===== src/rtl/trap_pkg.sv =====
package trap_pkg;
  localparam int XLEN = 32;
  typedef logic [XLEN-1:0] addr_t;

  typedef enum logic {
    CAUSE_ILLEGAL = 1'b0,
    CAUSE_OVF     = 1'b1
  } cause_e;

  // address at which the faulting instruction is re-executed, plus one width
  function automatic addr_t resume_addr(addr_t pc, addr_t step);
    return pc + step;
  endfunction

  // slot address inside an evenly spaced handler table
  function automatic addr_t slot_addr(addr_t base, cause_e c, int unsigned stride_log2);
    addr_t idx;
    idx = addr_t'(c);
    return base + (idx << stride_log2);
  endfunction
endpackage


===== src/rtl/trap_arbiter.sv =====
module trap_arbiter
  import trap_pkg::*;
(
  input  logic   dec_flag,
  input  logic   ex_flag,
  input  logic   busy,
  input  addr_t  dec_pc,
  input  addr_t  ex_pc,
  output logic   take,
  output cause_e sel_cause,
  output addr_t  sel_pc
);
  // oldest instruction first: execute outranks decode
  always_comb begin
    take      = (dec_flag | ex_flag) & ~busy;
    sel_cause = ex_flag ? CAUSE_OVF : CAUSE_ILLEGAL;
    sel_pc    = ex_flag ? ex_pc : dec_pc;
  end
endmodule


===== src/rtl/trap_vector.sv =====
module trap_vector
  import trap_pkg::*;
#(
  parameter addr_t       FIXED_ENTRY = 32'h8000_0180,
  parameter addr_t       TABLE_BASE  = 32'hC000_0000,
  parameter int unsigned SLOT_LOG2   = 5
) (
  input  logic   per_cause,
  input  cause_e cause,
  output addr_t  target
);
  always_comb begin
    target = per_cause ? slot_addr(TABLE_BASE, cause, SLOT_LOG2) : FIXED_ENTRY;
  end
endmodule


===== src/rtl/trap_steer.sv =====
module trap_steer
  import trap_pkg::*;
#(
  parameter addr_t       INSN_BYTES  = 32'd4,
  parameter addr_t       FIXED_ENTRY = 32'h8000_0180,
  parameter addr_t       TABLE_BASE  = 32'hC000_0000,
  parameter int unsigned SLOT_LOG2   = 5
) (
  input  logic        clk,
  input  logic        rst,
  input  logic        vec_mode,
  input  logic        dec_illegal,
  input  logic [31:0] dec_pc,
  input  logic        ex_ovf,
  input  logic [31:0] ex_pc,
  output logic        flush_if,
  output logic        flush_id,
  output logic        flush_ex,
  output logic        wb_kill,
  output logic        redirect,
  output logic [31:0] redirect_pc,
  output logic [31:0] epc_q,
  output logic        cause_q
);
  // named internal events
  logic   accept_ev;
  cause_e win_cause;
  addr_t  win_pc;
  addr_t  entry_addr;

  logic   strobe_q;
  cause_e cause_r;
  addr_t  epc_r;
  addr_t  target_r;

  trap_arbiter u_arb (
    .dec_flag (dec_illegal),
    .ex_flag  (ex_ovf),
    .busy     (strobe_q),
    .dec_pc   (dec_pc),
    .ex_pc    (ex_pc),
    .take     (accept_ev),
    .sel_cause(win_cause),
    .sel_pc   (win_pc)
  );

  trap_vector #(
    .FIXED_ENTRY(FIXED_ENTRY),
    .TABLE_BASE (TABLE_BASE),
    .SLOT_LOG2  (SLOT_LOG2)
  ) u_vec (
    .per_cause(vec_mode),
    .cause    (win_cause),
    .target   (entry_addr)
  );

  always_ff @(posedge clk) begin
    if (rst) begin
      strobe_q <= 1'b0;
      cause_r  <= CAUSE_ILLEGAL;
      epc_r    <= '0;
      target_r <= '0;
    end else begin
      strobe_q <= accept_ev;
      if (accept_ev) begin
        cause_r  <= win_cause;
        epc_r    <= resume_addr(win_pc, INSN_BYTES);
        target_r <= entry_addr;
      end
    end
  end

  assign redirect    = strobe_q;
  assign flush_if    = strobe_q;
  assign flush_id    = strobe_q;
  assign flush_ex    = strobe_q;
  assign wb_kill     = strobe_q & (cause_r == CAUSE_OVF);
  assign redirect_pc = target_r;
  assign epc_q       = epc_r;
  assign cause_q     = cause_r;

  // strobe never lasts two cycles
  assert_single_strobe_R7: assert property (@(posedge clk) disable iff (rst)
    redirect |=> !redirect);

  // flags during the strobe leave recorded state alone
  assert_ignore_busy_R8: assert property (@(posedge clk) disable iff (rst)
    redirect |=> ($stable(epc_q) && $stable(cause_q)));

  // recorded state only moves together with a strobe
  assert_hold_state_R9: assert property (@(posedge clk) disable iff (rst)
    !redirect |-> ($stable(epc_q) && $stable(cause_q)));

  // an execute fault always owns the strobe and kills writeback
  assert_oldest_wins_R4: assert property (@(posedge clk) disable iff (rst)
    (redirect && $past(ex_ovf)) |-> (cause_q && wb_kill && epc_q == $past(ex_pc) + INSN_BYTES));

  // decode-only fault records the decode address
  assert_decode_epc_R2: assert property (@(posedge clk) disable iff (rst)
    (redirect && !$past(ex_ovf)) |-> (!cause_q && !wb_kill && epc_q == $past(dec_pc) + INSN_BYTES));

  // fixed mode sampled in the accepting cycle
  assert_fixed_entry_R5: assert property (@(posedge clk) disable iff (rst)
    (redirect && !$past(vec_mode)) |-> (redirect_pc == FIXED_ENTRY));
endmodule


===== config.mk =====
export PLATFORM = sky130hd
export DESIGN_NAME = trap_steer
export DESIGN_NICKNAME = d
export VERILOG_FILES = /design/src/rtl/trap_pkg.sv /design/src/rtl/trap_arbiter.sv /design/src/rtl/trap_vector.sv /design/src/rtl/trap_steer.sv
export SDC_FILE = /design/constraint.sdc
export NUM_CORES = 1
export LEC_CHECK = 0
export ABC_AREA = 1
export BUFFER_PORTS_ARGS = -buffer_cell sky130_fd_sc_hd__buf_2
export CAP_MARGIN = 20
export CORE_MARGIN = 3
export CORE_UTILIZATION = 45
export DETAILED_ROUTE_END_ITERATION = 6
export GPL_ROUTABILITY_DRIVEN = 1
export PLACE_DENSITY = 0.73
export SLEW_MARGIN = 20
export SYNTH_ARGS = -nofsm -noshare
export SYNTH_HDL_FRONTEND = slang
export SYNTH_HIERARCHICAL = 1
export SYNTH_SLANG_ARGS = --single-unit

===== constraint.sdc =====
create_clock -name clk -period 1.9 [get_ports clk]
set_clock_uncertainty 0.05 [all_clocks]
set_input_delay 0.095 -clock clk [delete_from_list [all_inputs] [get_ports clk]]
set_output_delay 0.095 -clock clk [all_outputs]
set_load 0.01 [all_outputs]

==> flow_metrics.py, run 1 <==
metrics = {
    "place": {
        "gp_congestion": 0.791,
        "port_buffers": 138,
        "dp.cells": 867,
        "hpwlAfterDp_um": 8770,
    },
    "clock_network": {
        "cts_hold_buffers": 1,
        "htreeDepth": 3,
        "postCtsSetupRepairBufs": 0,
        "clkSinkCount": 66,
        "clockRootBuffer": "clkbuf_8",
        "clk_transition_reported_paths_ps": 90,
        "cts_buffer_depth": 2,
        "cts_tree": "done",
        "clock_latency_ps": 340,
        "cts.repair.resized": 0,
        "numCtsBuffers": 9,
    },
    "timing": {
        "finalMaxSlewViolations": 0,
        "final-hold-violation-count": 0,
        "layout_min_cycle_time_ps": 1530,
        "post-route-period-util": 0.806,
        "rsz0062_at_grt": "false",
        "fmax_mhz": 653,
        "setup-tns-final_ps": 0,
        "setup_viol": 0,
    },
    "global_route": {
        "grt_max_degree": 54,
        "grt_pass1_wl_um": 18700,
        "grt_antenna_before_repair": 0,
        "grt.overflow.total": 0,
        "track_usage": 0.229,
        "grt_pass1_vias": 3952,
    },
    "setup_path": {
        "cp.required_ps": 2100,
        "cp_cell_sequence": "buf_2 > buf_12 > inv_8 > nand2_1 > nand2_1 > ha_1 > nand2_2 > nor2_8 > nand2_4 > nor2_2 > nand2_1 > nand2_1 > nand3_1 > nand2_1 > inv_1",
        "crit_path_start_kind": "primary input",
        "cp.arrival_ps": 1740,
        "cpMostUsedCell": "nand2_1",
        "cp-end-kind": "flop",
        "critPathMaxStageDelay_ps": 210,
        "worst_path_max_delay_cell": "ha_1",
        "crit_fanout": 30,
        "cp_num_buf_inv": 4,
        "crit_type": "in2reg",
        "cp_top_family": "simple AND/OR/NAND/NOR gates",
    },
    "layout": {
        "area_delta_synth_final_pct": 20.9,
        "final_cells": 884,
        "postLayoutCoreUtil": 0.578,
        "final_cell_mix": "173 x nand2_1, 147 x nor2_1, 138 x buf_2",
        "drive_gt1_frac": 0.267,
        "nets": 844,
        "antenna_cells": 0,
        "fill_cells": 843,
        "final_common_cell": "nand2_1",
    },
    "drt": {
        "antenna_left": 0,
        "first_pass_iters": 5,
        "drc": 0,
        "viasPerCell": 4.65,
        "num_vias": 4110,
        "finalWirelength_um": 11200,
        "routedWlPerCell_um": 12.6,
        "drt_iter0_drc": 144,
    },
    "die": {
        "core_area_um2": 8460,
        "start_util": 0.478,
        "row_count": 33,
        "die_x_um": 101,
        "die-area_um2": 10200,
        "num_io_pins": 139,
        "die_h_um": 101,
    },
    "power_and_ir_drop": {
        "max-vdd-ir-drop_mv": 0.449,
        "power_leakage_nw": 2.76,
        "p_per_area_nw_per_um2": 730,
        "p_total_mw": 3.57,
    },
    "synthesis": {
        "synth_top_flop_cell": "dfxtp_1",
        "yosys_warnings": 6,
        "avgSynthCellArea_um2": 6.29,
        "synthArstFlopShare": 0,
        "synth_edf_count": 0,
        "ys_ff_latch": 66,
        "seq_area_frac_synth": 0.326,
        "syn_inst": 643,
        "syn_area_um2": 4050,
        "ys_types": 30,
    },
    "min_path": {
        "hp-class": "in2reg",
    },
    "status": {
        "status": "completed",
    },
    "job": {
        "cap_viol_max_count": 0,
    },
}
state kept, by name (all words and copies together), names as in the netlist:
register	flops
epc_q	32
redirect_pc	32
cause_q	1
flush_ex	1
where the power goes:
group,internal [mW],leakage (nW),switching [mW]
sequential,1.52,0.549,0.0730
combinational,0.337,2.13,0.535
clock,0.496,0.0848,0.616
total,2.35,2.76,1.22
metrics by stage:
step / setup slack [ps] / cell area [um^2] / hold slack, ps
floorplan: 335 / 4150 / 205
global placement: 69.8 / 4700 / 329
detailed placement: 23.3 / 4700 / 334
CTS: 352 / 4890 / 7.48
global route: 115 / 4890 / 34.5
finish: 368 / 4890 / 30.6
final timing paths:
| check | from | to | slack [ps] | cells after the start |
|---|---|---|---|---|
| max | ex_ovf | epc_q[24] | 370 | 15 |
| min | dec_pc[0] | epc_q[0] | 30 | 5 |
| max reg2reg | flush_ex | redirect_pc[10] | 370 | 5 |
| min reg2reg | redirect_pc[1] | redirect_pc[1] | 450 | 2 |
synth_stat cells (7+ instances only):
cell      count  area share
nor2_1      148        0.14
nand2_1     173        0.16
clkbuf_1     13       0.012
nor2_2        8       0.012
a21oi_1       7      0.0087
buf_4        36       0.067
inv_1        50       0.046
nand2_2      11       0.017
o21ai_0      56       0.069
dfxtp_1      66        0.33
nand3_1      27       0.033
logic make-up (layout without fill, tap and decap cells):
kind of cell	count (synthesis)	count (layout)	share of synthesized area
adder cells (fa/ha/maj)	1	1	0.00309
other	2	28	0.00186
buffers and inverters	116	226	0.160
XOR/XNOR	8	8	0.0173
AO/OA/AOI/OAI	65	65	0.0813
AND/OR/NAND/NOR	385	385	0.411
flip-flops	66	66	0.326
layout make-up:
cell class,count,area [um^2],area share
multi-input combinational,487,2190,0.447
sequential,66,1320,0.270
timing repair buffer,155,858,0.175
inverter,55,214,0.0437
tap,105,131,0.0268
clock buffer,9,124,0.0253
clock inverter,7,60.1,0.0123
worst reg2reg max path: stages, from the launching register on:
cell and delay (ps):
dfxtp_1 380, nor2_4 200, clkinv_1 310, buf_4 320
nor2_1 120, nor2_1 60
per-layer routing:
layer  global-route usage  wire length [um]  up-vias
met5                    0                 0        -
met4               0.0611               161        0
met3               0.0651               713       12
met2                0.399              5620      114
met1                0.276              4660     1823
li1                     -                 -     2161
Note: power is estimated with default switching activity, not from simulation.
==> run 2: changes to the inputs <==
clock period = 1.55 ns   (was 1.9 ns; I/O delays follow)
==> flow_metrics.py, run 2 (synthesis results as in run 1) <==
metrics = {
    "status": {
        "status": "completed",
    },
    "timing": {
        "layout_min_cycle_time_ps": 1320,
        "fin_ws_ps": 235,
        "final-hold-violation-count": 0,
        "post-route-period-util": 0.848,
        "fmax_mhz": 760,
        "finalMaxSlewViolations": 0,
        "setup_viol": 0,
        "rsz0062_at_grt": "false",
        "setup-tns-final_ps": 0,
        "hold_ws_ps": 14.9,
    },
    "clock_network": {
        "clkSinkCount": 66,
        "numCtsBuffers": 9,
        "cts_tree": "done",
        "postCtsSetupRepairBufs": 0,
        "cts_buffer_depth": 2,
        "clock_latency_ps": 340,
        "clk_transition_reported_paths_ps": 70,
        "htreeDepth": 3,
        "clockRootBuffer": "clkbuf_8",
    },
    "layout": {
        "final_common_cell": "nand2_1",
        "final_cells": 918,
        "postLayoutCoreUtil": 0.614,
        "final_cell_mix": "173 x nand2_1, 146 x nor2_1, 137 x buf_2",
        "antenna_cells": 0,
        "nets": 878,
        "drive_gt1_frac": 0.298,
        "area_delta_synth_final_pct": 28.4,
    },
    "place": {
        "place_ws_ps": -293,
        "port_buffers": 138,
        "dp.cells": 900,
        "hpwlAfterDp_um": 8550,
        "gp_congestion": 0.893,
    },
    "global_route": {
        "grt_pass1_wl_um": 18100,
        "grt_pass1_vias": 4130,
        "grt_max_degree": 55,
        "track_usage": 0.221,
        "grt_antenna_before_repair": 0,
        "grt.overflow.total": 0,
    },
    "setup_path": {
        "crit_type": "in2reg",
        "crit_fanout": 17,
        "cp.required_ps": 1740,
        "r2r-start": "flush_ex",
        "crit_path_start_kind": "primary input",
        "cp.arrival_ps": 1510,
        "cp-end-kind": "flop",
        "crit_start": "ex_ovf",
    },
    "drt": {
        "finalWirelength_um": 10800,
        "drc": 0,
        "first_pass_iters": 4,
        "viasPerCell": 4.65,
        "num_vias": 4273,
        "wl_met3_um": 671,
        "antenna_left": 0,
        "drt_iter0_drc": 156,
        "wl_met2_um": 5560,
        "top_layer_used": "met4",
        "met1Wirelength_um": 4450,
        "routedWlPerCell_um": 11.8,
    },
    "die": {
        "row_count": 33,
        "core_area_um2": 8460,
        "start_util": 0.478,
        "die_x_um": 101,
        "die-area_um2": 10200,
        "die_h_um": 101,
        "num_io_pins": 139,
    },
    "power_and_ir_drop": {
        "power_frac_clock": 0.344,
        "intPower_mw": 3.26,
        "max-vdd-ir-drop_mv": 0.586,
        "power_leakage_nw": 2.95,
        "p_switching_mw": 1.46,
        "p_sw_frac": 0.309,
        "p_per_area_nw_per_um2": 909,
        "power.share.sequential": 0.412,
        "pwr-share-comb": 0.244,
    },
    "min_path": {
        "hold_start": "dec_pc[0]",
        "hp-class": "in2reg",
    },
    "job": {
        "cap_viol_max_count": 0,
    },
}
-- run 2: cell count changes in the layout (fill, tap and decap cells not counted), sizes merged --
cell / delta
buf: +33
clkinv: +4
inv: -4
bufinv: +2
clkinvlp: -2
dlygate4sd3: +1
-- run 2: cell type report --
cell class | count | area (um^2)
clock buffer | 9 | 124
clock inverter | 7 | 103
fill | 844 | 3270
inverter | 55 | 219
multi-input combinational | 487 | 2190
sequential | 66 | 1320
tap | 105 | 131
timing repair buffer | 189 | 1110
-- run 2: worst max-delay path, cell delays in order --
cell and delay [ps]:
buf_4 190, clkinv_8 110, buf_12 140, nand2_1 60
nand2_1 100, nand2_1 80, nor2_1 140, nand2_1 120
nor2_4 170, nand2_1 70, nand2_1 60, nand3_1 60
nand2_1 70, inv_1 40
-- run 2: layer usage --
metal | vias up | track usage
li1 | 2226 | -
met1 | 1929 | 0.258
met2 | 103 | 0.395
met3 | 15 | 0.0526
met4 | 0 | 0.0694
met5 | - | 0
-- run 2: stage by stage --
| stage | area (um^2) | power (mW) |
|---|---|---|
| global route | 5200 | 5.01 |
| finish | 5200 | 4.72 |
| CTS | 5180 | 4.76 |
| floorplan | 4150 | 2.69 |
| detailed placement | 4940 | 3.13 |
| global placement | 4940 | 3.10 |
-- run 2: timing repair --
action | CTS | global route
endpoints found under the hold margin | 2 | 0
resized for setup | 0 | 5
hold buffers | 2 | 0
setup endpoints to repair | 0 | 12
-- run 2: final timing paths --
check	endpoint	slack (ps)	depth (start not counted)
max	epc_q[26]	230	14
min reg2reg	redirect_pc[6]	450	2
max reg2reg	epc_q[8]	230	5
min	epc_q[0]	10	5
-- run 2: power by group through the flow --
stage / Sequential (mW) / Combinational (mW) / Clock [mW]
6_report: 1.94 / 1.15 / 1.63
4_1_cts: 1.94 / 1.16 / 1.65
2_1_floorplan: 2.05 / 0.643 / 0
3_5_place_dp: 1.98 / 1.15 / 0
3_3_place_gp: 1.97 / 1.12 / 0
5_1_grt: 1.96 / 1.30 / 1.75
==> run 3: changes to the inputs <==
PLACE_DENSITY = 0.76   (was 0.73)
clock period = 1.2 ns   (was 1.55 ns; I/O delays follow)
==> flow_metrics.py, run 3 (synthesis results as in run 1) <==
metrics = {
    "status": {
        "status": "complete, but fails checks",
        "violations": "negative setup slack",
    },
    "clock_network": {
        "cts_buffer_depth": 2,
        "htreeDepth": 3,
        "clock_latency_ps": 340,
        "clk_transition_reported_paths_ps": 80,
        "clkSinkCount": 66,
        "cts_tree": "done",
        "clockRootBuffer": "clkbuf_8",
        "numCtsBuffers": 9,
    },
    "global_route": {
        "grt_max_degree": 35,
        "grt_pass1_vias": 4344,
        "grt_antenna_before_repair": 0,
        "grt.overflow.total": 0,
        "grt_pass1_wl_um": 19500,
        "track_usage": 0.238,
    },
    "layout": {
        "fill_cells": 692,
        "final_common_cell": "buf_2",
        "area_delta_synth_final_pct": 47.8,
        "antenna_cells": 0,
        "finish.instance_area_um2": 5980,
        "drive_gt1_frac": 0.435,
        "nets": 904,
        "final_cell_mix": "137 x buf_2, 120 x nand2_1, 116 x nor2_1",
    },
    "die": {
        "die_x_um": 101,
        "core_area_um2": 8460,
        "num_io_pins": 139,
        "die-area_um2": 10200,
        "row_count": 33,
        "die_h_um": 101,
        "start_util": 0.478,
    },
    "setup_path": {
        "cp.required_ps": 1390,
        "crit_fanout": 6,
        "crit_path_start_kind": "primary input",
        "r2r-start": "flush_ex",
        "cp.arrival_ps": 1480,
        "crit_start": "ex_ovf",
        "crit_type": "in2reg",
        "cp-end-kind": "flop",
    },
    "timing": {
        "post-route-period-util": 1.08,
        "rsz0062_at_grt": "true",
        "fmax_mhz": 774,
        "setup_viol": 9,
        "finalMaxSlewViolations": 0,
        "layout_min_cycle_time_ps": 1290,
        "fin_ws_ps": -92.4,
        "hold_ws_ps": 129,
        "final-hold-violation-count": 0,
    },
    "drt": {
        "drt_iter0_drc": 194,
        "num_vias": 4503,
        "first_pass_iters": 5,
        "antenna_left": 0,
        "viasPerCell": 4.77,
        "drc": 0,
        "routedWlPerCell_um": 13.2,
        "finalWirelength_um": 12500,
    },
    "power_and_ir_drop": {
        "p_per_area_nw_per_um2": 1090,
        "p_total_mw": 6.51,
        "power_leakage_nw": 3.25,
        "max-vdd-ir-drop_mv": 0.942,
    },
    "place": {
        "gp_congestion": 0.900,
        "place_ws_ps": -516,
        "dpl_cell_area_um2": 5050,
        "port_buffers": 138,
        "hpwlAfterDp_um": 8570,
    },
    "min_path": {
        "hp-class": "in2reg",
        "hold_start": "rst",
    },
    "job": {
        "cap_viol_max_count": 0,
    },
}
run 3: path summary, 6_finish.rpt:
| check | end | slack, ps | cells after the start |
|---|---|---|---|
| worst max register to register | epc_q[26] | -30 | 7 |
| worst max-delay path | epc_q[17] | -90 | 13 |
| worst min-delay path | flush_ex | 130 | 3 |
| worst min register to register | redirect_pc[9] | 440 | 2 |
run 3: layout make-up:
class / count / area, um^2 / share of cell area
multi-input combinational: 487 / 2590 / 0.433
inverter: 55 / 230 / 0.0385
sequential: 66 / 1330 / 0.222
clock buffer: 9 / 124 / 0.0207
timing repair buffer: 213 / 1460 / 0.244
tap: 105 / 131 / 0.0220
timing repair inverter: 2 / 20.0 / 0.00335
clock inverter: 7 / 100 / 0.0167
run 3: what timing repair did:
action | in CTS | in global routing
gates cloned | 4 | 1
pin swaps | 13 | 25
buffers inserted | 9 | 6
hold endpoints to repair | 3 | 0
gates resized for setup | 36 | 108
hold buffers | 5 | 0
endpoints found under the setup margin | 58 | 54
run 3: routing by layer:
layer | vias up | track usage | part of all wire
met2 | 148 | 0.414 | 0.51
met5 | - | 0 | 0
met1 | 2028 | 0.287 | 0.39
li1 | 2293 | - | -
met4 | 0 | 0.0788 | 0.031
met3 | 34 | 0.0574 | 0.070
run 3: metrics by stage:
stage / setup TNS [ps] / util / cells
floorplan: -3990 / - / 669
global placement: -11820 / 0.596 / 903
global route: -2150 / 0.707 / 944
finish: -278 / 0.707 / 944
CTS: -13.5 / 0.659 / 937
detailed placement: -14270 / 0.596 / 903
run 3: worst max-delay path, stage by stage:
cell and delay (ps):
buf_12 90, buf_12 110, buf_4 130, nand2_1 100, nand2_2 130, nand2_2 120, nor2_4 170, nand2_4 90
buf_4 140, o21ai_2 120, nand3_2 100, nand2_1 70, inv_1 40
run 3: where the power goes:
group | total [mW] | switching [mW] | internal (mW)
Sequential | 2.51 | 0.109 | 2.40
Clock | 2.11 | 0.921 | 1.19
Combinational | 1.89 | 1.06 | 0.839
